<file path="src/rtl/rtc_periodic_irq.sv">
module rtc_periodic_irq #(
  parameter int CNT_W   = 15,
  parameter logic [7:0] IDX_CTRL = 8'h0A,
  parameter logic [7:0] IDX_MODE = 8'h0B,
  parameter logic [7:0] IDX_FLAG = 8'h0C,
  parameter logic [2:0] DIV_RUN  = 3'b010
) (
  input  logic       clk,
  input  logic       rst,
  input  logic       tick_32k_i,
  input  logic       sel_i,
  input  logic       wr_en_i,
  input  logic       rd_en_i,
  input  logic [7:0] wdata_i,
  output logic [7:0] rdata_o,
  output logic       irq_n_o
);

  logic [7:0]       idx_q;
  logic [6:0]       ctrl_q;
  logic [7:0]       mode_q;
  logic             pf_q, irqf_q;
  logic [CNT_W-1:0] div_q;
  logic [CNT_W-1:0] lim;
  logic [3:0]       rate;
  logic             run, fire, wr_ctrl, rd_flag;

  assign rate    = ctrl_q[3:0];
  assign run     = (ctrl_q[6:4] == DIV_RUN) && (rate != 4'd0);
  assign wr_ctrl = wr_en_i && sel_i && (idx_q == IDX_CTRL);
  assign rd_flag = rd_en_i && sel_i && (idx_q == IDX_FLAG);
  assign fire    = tick_32k_i && run && (div_q == lim);
  assign irq_n_o = ~irqf_q;

  always_comb begin
    if (rate == 4'd1)      lim = CNT_W'(127);
    else if (rate == 4'd2) lim = CNT_W'(255);
    else                   lim = (CNT_W'(1) << (rate - 4'd1)) - CNT_W'(1);
  end

  always_comb begin
    if (!sel_i)                 rdata_o = idx_q;
    else if (idx_q == IDX_CTRL) rdata_o = {1'b0, ctrl_q};
    else if (idx_q == IDX_MODE) rdata_o = mode_q;
    else if (idx_q == IDX_FLAG) rdata_o = {irqf_q, pf_q, 6'd0};
    else                        rdata_o = 8'h00;
  end

  always_ff @(posedge clk) begin
    if (rst) begin
      idx_q  <= 8'h00;
      ctrl_q <= 7'h00;
      mode_q <= 8'h00;
    end else if (wr_en_i) begin
      if (!sel_i)                 idx_q  <= wdata_i;
      else if (idx_q == IDX_CTRL) ctrl_q <= wdata_i[6:0];
      else if (idx_q == IDX_MODE) mode_q <= wdata_i;
    end
  end

  always_ff @(posedge clk) begin
    if (rst || wr_ctrl || !run) div_q <= '0;
    else if (tick_32k_i)        div_q <= fire ? '0 : div_q + CNT_W'(1);
  end

  always_ff @(posedge clk) begin
    if (rst) begin
      pf_q   <= 1'b0;
      irqf_q <= 1'b0;
    end else begin
      if (rd_flag) begin
        pf_q   <= 1'b0;
        irqf_q <= 1'b0;
      end
      if (fire) begin
        pf_q <= 1'b1;
        if (mode_q[6]) irqf_q <= 1'b1;
      end
    end
  end

  a_r8_irq_needs_enable: assert property (@(posedge clk) disable iff (rst)
    $fell(irq_n_o) |-> $past(mode_q[6]));
  a_r6_code0_silent: assert property (@(posedge clk) disable iff (rst)
    $rose(pf_q) |-> ($past(rate) != 4'd0));
  a_r9_read_clears: assert property (@(posedge clk) disable iff (rst)
    (rd_flag && !fire) |=> (!pf_q && irq_n_o));
  a_r10_fire_wins: assert property (@(posedge clk) disable iff (rst)
    (rd_flag && fire) |=> pf_q);
  a_r11_restart: assert property (@(posedge clk) disable iff (rst)
    wr_ctrl |=> (div_q == '0));
  a_r5_count_bound: assert property (@(posedge clk) disable iff (rst)
    run |-> (div_q <= lim));

endmodule

</file>
<file path="config.mk">
export PLATFORM = sky130hd
export DESIGN_NAME = rtc_periodic_irq
export DESIGN_NICKNAME = d
export VERILOG_FILES = /design/src/rtl/rtc_periodic_irq.sv
export SDC_FILE = /design/constraint.sdc
export NUM_CORES = 1
export LEC_CHECK = 0
export ABC_CLOCK_PERIOD_IN_PS = 3400
export BUFFER_PORTS_ARGS = -buffer_cell sky130_fd_sc_hd__buf_4
export CORE_MARGIN = 2
export CORE_UTILIZATION = 45
export DETAILED_ROUTE_END_ITERATION = 16
export PLACE_DENSITY = 0.72
export RECOVER_POWER = 25
export SLEW_MARGIN = 20
export SYNTH_ARGS = -nofsm -noshare
export SYNTH_HDL_FRONTEND = slang
export SYNTH_SLANG_ARGS = --single-unit
</file>
<file path="constraint.sdc">
create_clock -name clk -period 3.4 [get_ports clk]
set_input_delay 0.68 -clock clk [delete_from_list [all_inputs] [get_ports clk]]
set_output_delay 0.68 -clock clk [all_outputs]
set_load 0.02 [all_outputs]
</file>
==> impl_metrics.json <==
{
  "ys_top_cells_by_area": "dfxtp_1, mux2i_1, nor2_1",
  "yosysTopAreaCellShare_pct": 30.9,
  "power_density_nw_per_um2": 333,
  "seq_area_frac_synth_pct": 30.9,
  "grt_start_max_net_pins": 27,
  "cts_sinks": 40,
  "max_freq_mhz": 328,
  "avgSynthCellArea_sq_um": 8.31,
  "cts_htree_levels": 2,
  "fin_setup_tns_ns": 0,
  "seqPwrFrac_pct": 50.3,
  "die_x_microns": 79.9,
  "status": "finished clean",
  "ys_types": 58,
  "first_global_vias": 2039,
  "wl_microns": 5800,
  "slew_headroom_pct": 54.2,
  "cts_resized": 0,
  "hold_viol_final": 0,
  "p_sw_share_pct": 22.0,
  "cap_violations": 0,
  "postCtsSetupBuffers": 0,
  "required_ns": 2.72,
  "post_drt_wl_per_cell_microns": 14.7,
  "start_util_pct": 46.8,
  "hold_path.class": "flip-flop to flip-flop",
  "cts_made_buffers": 5,
  "crit_arrival_ns": 2.37,
  "p_sw_uw": 209,
  "p_int_uw": 740,
  "synth_edf_count": 0,
  "gp_congestion": 0.929,
  "die_area_sq_um": 6380,
  "setup_violations": 0,
  "cp-end-kind": "output pin",
  "postSynthCellCount": 312,
  "p_clk_share_pct": 43.4,
  "cts_tree": "done",
  "synth_area_leader_cell": "dfxtp_1",
  "yosys_warnings": 0,
  "grt_pass1_wl_microns": 9760,
  "track_usage_pct": 19.3,
  "pre_cts_slack_ns": 0.606,
  "io_buffers": 22,
  "fin_cells": 394,
  "whs_ns": 0.500,
  "drt_iter0_markers": 173,
  "fin_crit_ns": 3.05,
  "cts_hold_buf": 0,
  "num_vias": 2199,
  "antenna_cells": 0,
  "power_uw": 949,
  "path_max_fanout": 7,
  "syn_area_sq_um": 2590,
  "dp.cells": 386,
  "pwr-share-comb_pct": 6.3,
  "critPathLaunchType": "flip-flop",
  "synthArstFlopShare_pct": 0,
  "ctsLongestPathBuffers": 2,
  "vias_per_cell": 5.58,
  "nets": 337,
  "place_hpwl_microns": 4200,
  "area_growth_pct": 10.0,
  "rows": 27,
  "syn_nets": 328,
  "final.period_utilization_pct": 89.8,
  "irDropWorstVdd_mv": 0.265,
  "io_pins": 23,
  "ys_ff_latch": 40,
  "core_region_area_sq_um": 5540,
  "gr-total-overflow": 0,
  "fin_skew_ns": 0.00886,
  "synth_ff_type": "dfxtp_1",
  "antenna_left": 0,
  "clkTransAtPathRegs_ns": 0.08,
  "maxSlewViolCount": 0,
  "antenna_found_initial": 0,
  "drive_above_1_share_pct": 16.1,
  "ctsRootBufferMaster": "clkbuf_8",
  "worstSetupPathType": "flip-flop to output pin",
  "drt-pass1-iter-count": 5,
  "clock_latency_ns": 0.30,
  "drc": 0,
  "layout_setup_ws_ns": 0.348,
  "tightest_slew_ns": 0.687,
  "power.leakage_nw": 1.03,
  "die_h_microns": 79.9,
  "grt_setup_unrepaired": "false"
}
-- state kept, by name, indices dropped and copies added (netlist names) --
| signal | count |
|---|---|
| mode_q | 8 |
| irqf_q | 1 |
| idx_q | 8 |
| pf_q | 1 |
| ctrl_q | 7 |
| div_q | 15 |
-- power by group through the flow --
stage	Clock, mW	Combinational, mW	Sequential, mW
after global placement	0	0.0608	0.489
after floorplan	0	0.0359	0.488
after CTS	0.419	0.0616	0.478
after global routing	0.434	0.0668	0.478
final	0.411	0.0600	0.477
after detailed placement	0	0.0615	0.489
-- kinds of logic after synthesis --
logic type / share of synthesized area (%)
compound gates: 16.4
xor+xnor: 7.10
fa+ha+maj: 0.966
buf+inv: 6.28
flops: 30.9
mux: 10.0
simple gates: 28.3
-- layer usage --
layer / vias to the layer above / share of wire (%) / global-route usage [%]
met2: 39 / 45 / 30.1
met4: 0 / 1.5 / 7.12
met5: - / 0 / 0
met3: 8 / 3.1 / 3.51
met1: 1028 / 50 / 26.4
li1: 1124 / - / -
-- worst max-delay path: stages, from the launching register on --
cell	delay (ns)
dfxtp_1	0.33
nor4_1	0.48
and4b_1	0.31
nor2b_1	0.44
a222oi_1	0.19
a21oi_1	0.18
buf_4	0.15
-- cell usage in the layout (no fill, tap or decap), types with 3 or more instances in the layout --
| master | instances |
|---|---|
| xor2_1 | 8 |
| xnor2_1 | 13 |
| clkbuf_8 | 6 |
| dfxtp_1 | 40 |
| nand4_1 | 4 |
| inv_1 | 6 |
| nor2b_1 | 8 |
| mux2i_1 | 26 |
| o21ai_0 | 8 |
| nand2_1 | 24 |
| and3_1 | 5 |
| nor3_2 | 9 |
| o211ai_1 | 4 |
| o22ai_1 | 4 |
| nand3_1 | 3 |
| nor2_1 | 42 |
| nor3_1 | 7 |
| a21oi_1 | 16 |
| nand2b_1 | 4 |
| a22oi_1 | 7 |
| buf_4 | 26 |
-- cell type report --
type	count	area (sq um)
Clock buffer	6	82.6
Clock inverter	2	38.8
Fill cell	562	2690
Inverter	6	22.5
Multi-Input combinational cell	240	1610
Sequential cell	40	801
Tap cell	72	90.1
Timing Repair Buffer	28	203
-- cell usage after synthesis, types with 4 or more instances --
library cell and instances:
nor3_2 9, nor2_1 42, a21oi_1 16, xnor2_1 13, a22oi_1 7, xor2_1 8
buf_2 10, o21ai_0 8, nand4_1 4, nand2_1 24, inv_1 6, dfxtp_1 40
nand2b_1 4, o211ai_1 4, mux2i_1 26, and3_1 5, nor2b_1 7, nor3_1 7
clkbuf_1 11, o22ai_1 4
-- final timing paths --
check / end / depth (start not counted) / slack (ns) / startpoint
max: rdata_o[6] / 6 / 0.35 / idx_q[6]$_SDFFE_PP0P_
min: mode_q[2]$_SDFFE_PP0P_ / 2 / 0.50 / mode_q[2]$_SDFFE_PP0P_
max reg2reg: div_q[14]$_SDFFE_PP0P_ / 11 / 0.54 / ctrl_q[1]$_SDFFE_PP0P_
min reg2reg: mode_q[2]$_SDFFE_PP0P_ / 2 / 0.50 / mode_q[2]$_SDFFE_PP0P_
-- through the flow --
| step | area [sq um] | utilization (%) |
|---|---|---|
| floorplan | 2590 | - |
| global placement | 2750 | 49.7 |
| detailed placement | 2750 | 49.7 |
| CTS | 2870 | 51.9 |
| global route | 2850 | 51.5 |
| finish | 2850 | 51.5 |
Note: power is estimated with default switching activity, not from simulation.
